**src/rtl/iq_ser_pkg.sv**
```systemverilog
package iq_ser_pkg;
  typedef enum logic [1:0] {
    MODE_C1 = 2'd0,
    MODE_C4 = 2'd1,
    MODE_L1 = 2'd2,
    MODE_L2 = 2'd3
  } ser_mode_e;
endpackage

```
**src/rtl/iq_narrow.sv**
```systemverilog
// Rounds a sample to OUT_W bits, half up, with positive saturation.
// The result is left-aligned in an IN_W-bit word.
module iq_narrow #(
  parameter int IN_W  = 16,
  parameter int OUT_W = 12
) (
  input  logic [IN_W-1:0] x,
  output logic [IN_W-1:0] y
);
  localparam int DROP = IN_W - OUT_W;
  localparam logic [OUT_W-1:0] MAXPOS = {1'b0, {(OUT_W-1){1'b1}}};

  logic [OUT_W-1:0] trunc;
  logic             half;
  logic             sat;
  logic [OUT_W-1:0] rounded;

  always_comb begin
    trunc   = x[IN_W-1:DROP];
    half    = x[DROP-1];
    sat     = (trunc == MAXPOS) && half;
    rounded = sat ? MAXPOS : trunc + {{(OUT_W-1){1'b0}}, half};
    y       = {rounded, {DROP{1'b0}}};
  end
endmodule

```
**src/rtl/iq_lane_pack.sv**
```systemverilog
// Maps one I/Q pair onto the per-lane shift words, left-aligned.
module iq_lane_pack
  import iq_ser_pkg::*;
#(
  parameter int SW    = 16,
  parameter int LANES = 4,
  parameter int SR_W  = 2 * SW
) (
  input  logic [SW-1:0]               i_smp,
  input  logic [SW-1:0]               q_smp,
  input  logic [1:0]                  mode,
  output logic [LANES-1:0][SR_W-1:0]  load
);
  localparam int HALF = SW / 2;

  always_comb begin
    load = '0;
    case (mode)
      MODE_C1, MODE_L1: load[0] = {i_smp, q_smp};
      MODE_C4: begin
        for (int k = 0; k < LANES; k++) begin
          logic [SW-1:0] src;
          src = (k < LANES / 2) ? i_smp : q_smp;
          load[k] = (k % 2 == 0) ? {src[SW-1:HALF], {(SR_W-HALF){1'b0}}}
                                 : {src[HALF-1:0],  {(SR_W-HALF){1'b0}}};
        end
      end
      default: begin
        load[0] = {i_smp, {(SR_W-SW){1'b0}}};
        load[1] = {q_smp, {(SR_W-SW){1'b0}}};
      end
    endcase
  end
endmodule

```
**src/rtl/iq_shift_lane.sv**
```systemverilog
// One lane: a shift word that moves one or two bits per cycle.
module iq_shift_lane #(
  parameter int SR_W = 32
) (
  input  logic            clk,
  input  logic            rst_n,
  input  logic            load_en,
  input  logic [SR_W-1:0] load_val,
  input  logic            shift_en,
  input  logic            two_step,
  output logic            bit_rise,
  output logic            bit_fall
);
  logic [SR_W-1:0] sr;

  always_ff @(posedge clk or negedge rst_n) begin
    if (!rst_n)        sr <= '0;
    else if (load_en)  sr <= load_val;
    else if (shift_en) sr <= two_step ? {sr[SR_W-3:0], 2'b00} : {sr[SR_W-2:0], 1'b0};
  end

  assign bit_rise = sr[SR_W-1];
  assign bit_fall = two_step ? sr[SR_W-2] : sr[SR_W-1];
endmodule

```
**src/rtl/iq_frame_ctl.sv**
```systemverilog
// Frame sequencer: counts the cycles of a frame and flags its first and last cycle.
module iq_frame_ctl #(
  parameter int CNT_W = 6
) (
  input  logic             clk,
  input  logic             rst_n,
  input  logic             start,
  input  logic [CNT_W-1:0] len,
  output logic             busy,
  output logic             first,
  output logic             last
);
  logic [CNT_W-1:0] idx;
  logic [CNT_W-1:0] len_q;

  always_ff @(posedge clk or negedge rst_n) begin
    if (!rst_n) begin
      busy  <= 1'b0;
      idx   <= '0;
      len_q <= '0;
    end else if (start) begin
      busy  <= 1'b1;
      idx   <= '0;
      len_q <= len;
    end else if (busy) begin
      if (last) busy <= 1'b0;
      else      idx  <= idx + CNT_W'(1);
    end
  end

  assign first = busy && (idx == '0);
  assign last  = busy && (idx == len_q - CNT_W'(1));
endmodule

```
**src/rtl/iq_lane_ser.sv**
```systemverilog
module iq_lane_ser
  import iq_ser_pkg::*;
#(
  parameter int SW    = 16,
  parameter int NW    = 12,
  parameter int LANES = 4
) (
  input  logic             clk,
  input  logic             rst_n,
  input  logic             s_valid,
  output logic             s_ready,
  input  logic [SW-1:0]    s_i,
  input  logic [SW-1:0]    s_q,
  input  logic [1:0]       mode,
  input  logic             narrow,
  input  logic             ddr,
  output logic [LANES-1:0] lane_rise,
  output logic [LANES-1:0] lane_fall,
  output logic             frame,
  output logic             bclk_en,
  output logic             err
);
  localparam int SR_W  = 2 * SW;
  localparam int CNT_W = $clog2(SR_W + 1);

  logic hs, bad, start, busy, first, last;
  logic ddr_eff, ddr_q, use_narrow;
  logic [SW-1:0] i_nar, q_nar, i_use, q_use;
  logic [CNT_W-1:0] bits_sel, len_sel;
  logic [LANES-1:0][SR_W-1:0] load;
  logic [LANES-1:0] rise_v, fall_v;

  assign hs         = s_valid && s_ready;
  assign bad        = narrow && (mode == MODE_C4);
  assign start      = hs && !bad;
  assign ddr_eff    = mode[1] || ddr;
  assign use_narrow = narrow && (mode == MODE_L2);

  iq_narrow #(.IN_W(SW), .OUT_W(NW)) u_nar_i (.x(s_i), .y(i_nar));
  iq_narrow #(.IN_W(SW), .OUT_W(NW)) u_nar_q (.x(s_q), .y(q_nar));

  assign i_use = use_narrow ? i_nar : s_i;
  assign q_use = use_narrow ? q_nar : s_q;

  always_comb begin
    case (mode)
      MODE_C1, MODE_L1: bits_sel = CNT_W'(SR_W);
      MODE_C4:          bits_sel = CNT_W'(SW / 2);
      default:          bits_sel = narrow ? CNT_W'(NW) : CNT_W'(SW);
    endcase
    len_sel = ddr_eff ? (bits_sel >> 1) : bits_sel;
  end

  iq_lane_pack #(.SW(SW), .LANES(LANES), .SR_W(SR_W)) u_pack (
    .i_smp(i_use), .q_smp(q_use), .mode(mode), .load(load)
  );

  iq_frame_ctl #(.CNT_W(CNT_W)) u_ctl (
    .clk(clk), .rst_n(rst_n), .start(start), .len(len_sel),
    .busy(busy), .first(first), .last(last)
  );

  always_ff @(posedge clk or negedge rst_n) begin
    if (!rst_n) begin
      ddr_q <= 1'b0;
      err   <= 1'b0;
    end else begin
      err <= hs && bad;
      if (start) ddr_q <= ddr_eff;
    end
  end

  for (genvar g = 0; g < LANES; g++) begin : g_lane
    iq_shift_lane #(.SR_W(SR_W)) u_lane (
      .clk(clk), .rst_n(rst_n), .load_en(start), .load_val(load[g]),
      .shift_en(busy), .two_step(ddr_q),
      .bit_rise(rise_v[g]), .bit_fall(fall_v[g])
    );
  end

  assign s_ready   = !busy || last;
  assign lane_rise = busy ? rise_v : '0;
  assign lane_fall = busy ? fall_v : '0;
  assign frame     = first;
  assign bclk_en   = busy;
endmodule

```
**config.mk**
```make
export PLATFORM = sky130hd
export DESIGN_NAME = iq_lane_ser
export DESIGN_NICKNAME = d
export VERILOG_FILES = /design/src/rtl/iq_ser_pkg.sv /design/src/rtl/iq_narrow.sv /design/src/rtl/iq_lane_pack.sv /design/src/rtl/iq_shift_lane.sv /design/src/rtl/iq_frame_ctl.sv /design/src/rtl/iq_lane_ser.sv
export SDC_FILE = /design/constraint.sdc
export NUM_CORES = 1
export LEC_CHECK = 0
export ABC_CLOCK_PERIOD_IN_PS = 7000
export BUFFER_PORTS_ARGS = -buffer_cell sky130_fd_sc_hd__clkbuf_2
export CAP_MARGIN = 20
export CORE_MARGIN = 4
export CORE_UTILIZATION = 60
export CTS_CLUSTER_SIZE = 40
export DETAILED_ROUTE_END_ITERATION = 10
export PLACE_DENSITY = 0.81
export SYNTH_ARGS = -nofsm -noshare
export SYNTH_HDL_FRONTEND = slang
export SYNTH_SLANG_ARGS = --single-unit
```
**constraint.sdc**
```tcl
create_clock -name clk -period 7 [get_ports clk]
set_input_delay 1.4 -clock clk [delete_from_list [all_inputs] [get_ports clk]]
set_output_delay 1.4 -clock clk [all_outputs]
set_load 0.02 [all_outputs]
```
==> metrics.md, run 1 <==
| Metric | Value |
|---|---|
| Outcome | finished, final reports clean |
| Detailed-router iteration count before antenna repair | 5 |
| Total Power | 2.00 mW |
| Setup Total Neg Slack | 0 ns |
| Crit path max fanout | 12 |
| # clock sinks | 78 |
| Yosys warns | 0 |
| Initial Utilization | 61.8% |
| Cts-stage hold buffer count | 0 |
| WL per Instance | 20.4 microns |
| Clk pwr share | 18.9% |
| Place WS | 3.22 ns |
| Post-DP HPWL | 10100 microns |
| Number of setup violations in the final report | 0 |
| Die footprint | 0.0100 sq mm |
| Antenna cells | 0 |
| Tightest Pin Transition | 1.02 ns |
| Htree depth | 3 |
| Yosys top cell by area | dfrtp_1 |
| Mapped cell area | 0.00510 sq mm |
| Worst endpoint required time | 5.60 ns |
| Initial antenna violation count | 0 |
| DR vias | 4760 |
| Post-cts gate resize count | 0 |
| Critical path endpoint category | output port |
| Busiest grt layer | met2 |
| Power per Cell Area | 356 mW/mm^2 |
| First-pass GRT wire length | 23200 microns |
| Worst Setup Start Kind | flop |
| RSZ-0062 raised after global routing | no |
| Met3 GRT Util | 4.59% |
| Total gr overflow | 0 |
| Post-synth EDFFs | 0 |
| Clk slew on worst S/H paths | 0.09 ns |
| Final setup margin | 2.78 ns |
| Switch share | 42.3% |
| Seq/Total Area, Yosys | 38.3% |
| Slew margin rel. | 32.2% |
| Final Hold Vio Count | 0 |
| DRT antenna net count | 0 |
| Worst Hold Class | flop to flop |
| CTS tree | yes |
| Synth Instances | 561 |
| Fin cells | 701 |
| CP arrival | 2.82 ns |
| FF+latch count, synth | 78 |
| Drt first-iter violations | 365 |
| Syn nets | 607 |
| Root Buffer | clkbuf_8 |
| Largest stage delay on the critical path | 0.79 ns |
| Reg power frac | 38.6% |
| Synth Flop Type | dfrtp_1 |
| Commonest non-fill, non-tap cells in the layout | 77 x dfrtp_1, 58 x nand2_1, 50 x mux2i_1, 49 x clkbuf_2, 33 x nor2_1 |
| GR Util met1 | 40.6% |
| Post-CTS Setup Inserts | 0 |
| Slowest cell on the critical path | o211ai_1 |
| VDD IR max | 0.200 mV |
| Final instance area | 0.00561 sq mm |
| Share of post-route cells with drive strength above 1 | 15.1% |
| Buffers and inverters on the worst path | 2 |
| Fmax | 0.237 GHz |
| Total GRT Usage | 29.3% |
| Dominant cells by area after synthesis | dfrtp_1 38%, mux2i_1 9.8%, nand2_1 4.3% |
| Dpl cells | 685 |
| GPL Wtd Cong | 0.877 |
| Internal power | 1.15 mW |
| Tcrit/Tclk final | 60.3% |
| DP Area | 0.00539 sq mm |
| DRC | 0 |
| Register-to-register setup slack | 4.03 ns |
| Synthesis-to-layout area growth | 9.93% |
| Count of cell types in the netlist | 54 |
| Port bufs | 50 |
| Die height | 100 microns |
| Crit-path leading delay family | compound AO/OA/AOI/OAI gates |
| Leakage | 2.52 nW |
| Max Root-Sink Buffers | 2 |
| IO Count | 51 |
| Core Region | 0.00826 sq mm |
| Worst-skew pair later-pin latency | 0.36 ns |
| Site Rows | 33 |
| Gate power share | 42.4% |
| Net Switching | 0.844 mW |
| Max-Cap Viols | 0 |
| Vias in the first global route | 4564 |
| Syn_area_per_cell | 9.10 sq um |
| Fin crit period | 4.22 ns |
| Post-synth ARST share | 100% |
| # nets final | 637 |
| Share of the synthesized area in the top cell type | 38.3% |
| CTS buffer count | 9 |
| Routed WL | 14300 microns |
| Avg Vias per Cell | 6.79 |
| Filler instances | 666 |
| Layout Skew | 0.0120 ns |
| Die width | 100 microns |
| M2 GR Usage | 46.6% |
| Most common cell after layout, fill and taps aside | dfrtp_1 |
| Pin count of the biggest net entering global routing | 79 |
| Crit Path Category | flop to output port |
| Worst-path cell chain | inv_1 -> ha_1 -> xnor2_1 -> a221oi_1 -> o211ai_1 -> nand2_1 -> clkbuf_2 |
| Slew Viols, Final | 0 |
layer usage:
metal / up-vias / part of all wire [%]
li1: 2184 / -
met1: 2308 / 41
met2: 239 / 49
met3: 29 / 7.5
met4: 0 / 2.4
met5: - / 0
cells in the mapped netlist, types with 7 or more instances:
| cell type | n |
|---|---|
| nand3_1 | 20 |
| a21oi_1 | 29 |
| nor3_1 | 22 |
| nor2_1 | 33 |
| ha_1 | 7 |
| o221ai_1 | 24 |
| inv_1 | 20 |
| mux2_2 | 12 |
| nand4_1 | 8 |
| nand2_1 | 58 |
| clkbuf_1 | 26 |
| mux2i_1 | 50 |
| a221o_1 | 14 |
| xnor2_1 | 11 |
| xor2_1 | 10 |
| o22ai_1 | 13 |
| dfrtp_1 | 78 |
| o211ai_1 | 11 |
| a211oi_1 | 9 |
| o21ai_0 | 21 |
kinds of logic after synthesis:
| kind of cell | synth area share [%] |
|---|---|
| flops | 38.3 |
| mux | 12.5 |
| simple gates | 16.4 |
| xor+xnor | 3.60 |
| fa+ha+maj | 1.72 |
| buf+inv | 4.68 |
| compound gates | 22.9 |
tightest hold or removal path, stage by stage, from the launching register on:
cell	delay (ns)
dfrtp_1	0.37
nand2_1	0.05
o221ai_1	0.06
final cells by class:
| type | instances | area, sq um | area share, % |
|---|---|---|---|
| Clock inverter | 7 | 98.8 | 1.76 |
| Tap cell | 105 | 131 | 2.34 |
| Multi-Input combinational cell | 425 | 2920 | 52.1 |
| Inverter | 21 | 78.8 | 1.41 |
| Timing Repair Buffer | 56 | 298 | 5.31 |
| Clock buffer | 9 | 124 | 2.21 |
| Sequential cell | 78 | 1960 | 34.9 |
metrics by stage:
step                      hold WS, ns  utilization (%)
after floorplan                 0.471                -
after global placement          0.492             65.1
after detailed placement        0.498             65.2
after CTS                       0.520             67.9
after global routing            0.548             67.9
final                           0.524             67.9
state kept, by name, indices dropped and copies added, names as in the netlist:
| name | flops |
|---|---|
| ddr_q | 1 |
| err | 1 |
| g_lane.u_lane.sr | 64 |
| u_ctl.busy | 1 |
| u_ctl.idx | 6 |
| u_ctl.len_q | 5 |
final timing paths:
| path | to | cells after the start | start |
|---|---|---|---|
| hold / removal | g_lane[0].u_lane.sr[4] | 2 | g_lane[0].u_lane.sr[4] |
| setup / recovery | s_ready | 7 | u_ctl.len_q[1] |
| hold reg to reg | g_lane[0].u_lane.sr[4] | 2 | g_lane[0].u_lane.sr[4] |
| min in group asynchronous | u_ctl.idx[2] | 1 | rst_n |
| setup reg to reg | g_lane[0].u_lane.sr[9] | 7 | u_ctl.len_q[1] |
| max in group asynchronous | ddr_q | 1 | rst_n |
power by group through the flow:
stage                     clock [mW]  sequential (mW)  combinational (mW)
after detailed placement           0            0.778               0.838
after global placement             0            0.771               0.805
after floorplan                    0            0.655               0.738
after global routing           0.401            0.794               0.931
final                          0.377            0.771               0.847
after CTS                      0.384            0.769               0.841
(Power assumes the default switching activity.)
==> run 2, diff against run 1 <==
ABC_AREA = 1   (was default)
ABC_CLOCK_PERIOD_IN_PS = 4350   (was 7000)
PLACE_DENSITY = 0.8   (was 0.81)
clock period = 4.35 ns   (was 7 ns; I/O delays follow)
==> metrics.md, run 2 <==
| Metric | Value |
|---|---|
| Seq/Total Area, Yosys | 33.4% |
| Slew margin rel. | 32.1% |
| Final core occ | 66.9% |
| Final Hold Vio Count | 0 |
| FF+latch count, synth | 78 |
| Power per Cell Area | 663 mW/mm^2 |
| Die width | 107 microns |
| Die footprint | 0.0114 sq mm |
| Avg Vias per Cell | 5.70 |
| Syn nets | 973 |
| Max Root-Sink Buffers | 2 |
| Drt first-iter violations | 456 |
| FF-to-FF path depth | 15 |
| DR vias | 6135 |
| Biggest register | g_lane.u_lane.sr |
| Final instance area | 0.00627 sq mm |
| Worst endpoint required time | 3.48 ns |
| VDD IR max | 0.331 mV |
| Worst-path cell chain | inv_2 -> ha_1 -> inv_1 -> nand2_1 -> nand3_1 -> nand2_1 -> a21oi_1 -> nand2_1 -> nand2_2 -> clkbuf_2 |
| Crit path max fanout | 17 |
| Antenna cells | 0 |
| Synth Flop Type | dfrtp_1 |
| Slowest cell on the critical path | dfrtp_1 |
| Post-synth top cells | 294 x nand2_1, 149 x nand3_1, 95 x inv_1, 85 x nor2_1, 78 x dfrtp_1 |
| Post-DP HPWL | 11500 microns |
| Post-synth EDFFs | 0 |
| Place WS | 1.09 ns |
| # nets final | 988 |
| Die height | 107 microns |
| DRC | 0 |
| GPL Wtd Cong | 1.01 |
| RSZ-0062 raised after global routing | no |
| Pin count of the biggest net entering global routing | 106 |
| Share of the synthesized area in the top cell type | 33.4% |
| DRT antenna net count | 0 |
| Most common cell after layout, fill and taps aside | nand2_1 |
| Leakage | 3.24 nW |
| Critical path endpoint category | output port |
| Total GRT Usage | 29.7% |
| Slew Viols, Final | 0 |
| Clk slew on worst S/H paths | 0.09 ns |
| Largest stage delay on the critical path | 0.47 ns |
| CTS tree | yes |
| Initial Utilization | 62.3% |
| Commonest non-fill, non-tap cells in the layout | 294 x nand2_1, 149 x nand3_1, 94 x inv_1, 85 x nor2_1, 77 x dfrtp_1 |
| Tcrit/Tclk final | 69.8% |
| Fmax | 0.329 GHz |
| Core Region | 0.00937 sq mm |
| Max reg flops | 64 |
| Port bufs | 50 |
| Layout Skew | 0.0123 ns |
| Cts-stage hold buffer count | 0 |
| Detailed-router iteration count before antenna repair | 6 |
| Initial antenna violation count | 0 |
| Post-synth ARST share | 100% |
| Setup Total Neg Slack | 0 ns |
| Syn_area_per_cell | 6.30 sq um |
| Outcome | finished, final reports clean |
| Yosys top cell by area | dfrtp_1 |
| Yosys warns | 0 |
| Crit Path Category | flop to output port |
| Mapped cell area | 0.00584 sq mm |
| WL per Instance | 15.2 microns |
| Site Rows | 35 |
| Top-count cell post-synth | nand2_1 |
| Total gr overflow | 0 |
| Synthesis-to-layout area growth | 7.46% |
| Worst Setup Start Kind | flop |
| FF-to-FF Start | u_ctl.len_q[1] |
| Routed WL | 16400 microns |
| IO Count | 51 |
| Dominant cells by area after synthesis | dfrtp_1 33%, nand2_1 19%, nand3_1 13% |
| Root Buffer | clkbuf_8 |
| Htree depth | 3 |
| First-pass GRT wire length | 27300 microns |
| CP dominant cell by count | nand2_1 |
| Top Registers | g_lane.u_lane.sr: 64 flops, u_ctl.idx: 6 flops, u_ctl.len_q: 5 flops |
| Number of setup violations in the final report | 0 |
| Synth Instances | 927 |
| CP arrival | 2.17 ns |
| CTS buffer count | 9 |
| Fin crit period | 3.04 ns |
| Vias in the first global route | 5531 |
| Post-CTS Setup Inserts | 0 |
| Count of cell types in the netlist | 29 |
| FF-to-FF End | g_lane[0].u_lane.sr[0] |
| Worst Hold Class | input pin to async pin |
| DP Area | 0.00604 sq mm |
| Crit-path leading delay family | simple AND/OR/NAND/NOR gates |
| Share of post-route cells with drive strength above 1 | 9.61% |
| Buffers and inverters on the worst path | 3 |
| Register-to-register setup slack | 1.55 ns |
| # clock sinks | 78 |
| Worst-skew pair later-pin latency | 0.37 ns |
| Post-cts gate resize count | 0 |
| Tightest Pin Transition | 1.02 ns |
| Max-Cap Viols | 0 |
| Final setup margin | 1.31 ns |
==> run 2: changes by cell type after synthesis, moves of 9 or more <==
| cell | before | now |
|---|---|---|
| o22ai_1 | 13 | 0 |
| o21ai_0 | 21 | 43 |
| nand4_1 | 8 | 17 |
| mux2i_1 | 50 | 0 |
| buf_4 | 0 | 18 |
| nand3_1 | 20 | 149 |
| a221o_1 | 14 | 0 |
| nor3_1 | 22 | 9 |
| inv_1 | 20 | 95 |
| o221ai_1 | 24 | 0 |
| mux2_2 | 12 | 0 |
| nor2_1 | 33 | 85 |
| nand2_1 | 58 | 294 |
==> run 2: final cells by class <==
class                   count  area [sq um]
fillers                   897          3100
inverters                 103           387
well taps                 129           161
repair buffers             57           338
multi-input cells         693          3230
clock inverters             7          81.3
flip-flops and latches     78          1950
clock buffers               9           124
==> run 2: worst max path at each step <==
stage,from,endpoint,slack (ns),cells after the start
2_1_floorplan,u_ctl.busy,frame,2.00,4
3_5_place_dp,mode[0],g_lane[1].u_lane.sr[16],1.09,12
5_1_grt,u_ctl.len_q[1],s_ready,1.19,10
6_report,u_ctl.len_q[1],s_ready,1.31,10
4_1_cts,u_ctl.len_q[1],s_ready,1.34,10
3_3_place_gp,mode[0],g_lane[3].u_lane.sr[24],1.25,12
==> run 2: logic make-up (layout without fill, tap and decap cells) <==
family / after synthesis / in the layout / share of synthesized area, %
fa+ha+maj: 7 / 7 / 1.50
flops: 78 / 78 / 33.4
compound gates: 107 / 107 / 10.2
buf+inv: 156 / 176 / 11.4
simple gates: 570 / 570 / 42.1
xor+xnor: 9 / 9 / 1.35
==> run 2: per-stage QoR <==
| step | total power, mW | instances | hold slack, ns |
|---|---|---|---|
| finish | 4.16 | 1076 | 0.392 |
| CTS | 4.15 | 1075 | 0.494 |
| global route | 4.55 | 1076 | 0.401 |
| detailed placement | 3.55 | 1059 | 0.468 |
| global placement | 3.46 | 1059 | 0.467 |
| floorplan | 3.06 | 927 | 0.442 |
==> run 2: report_power, final <==
group	switching (mW)	total (mW)	internal, mW
Combinational	1.43	2.23	0.801
Clock	0.318	0.591	0.273
Sequential	0.286	1.34	1.05
==> run 2: metal layers <==
layer  vias up  part of all wire (%)  track usage (%)
li1       3016                     -                -
met1      2864                    47             44.4
met2       229                    44             44.3
met3        26                   6.7             3.97
met4         0                   2.4             9.95
met5         -                     0                0
==> run 2: worst register-to-register path: cells and delay by family, from the launching register on <==
family          cells  cell delay, ns
compound gates      1            0.11
fa+ha+maj           1            0.25
buf+inv             4            0.63
flops               1            0.47
simple gates        9            1.24
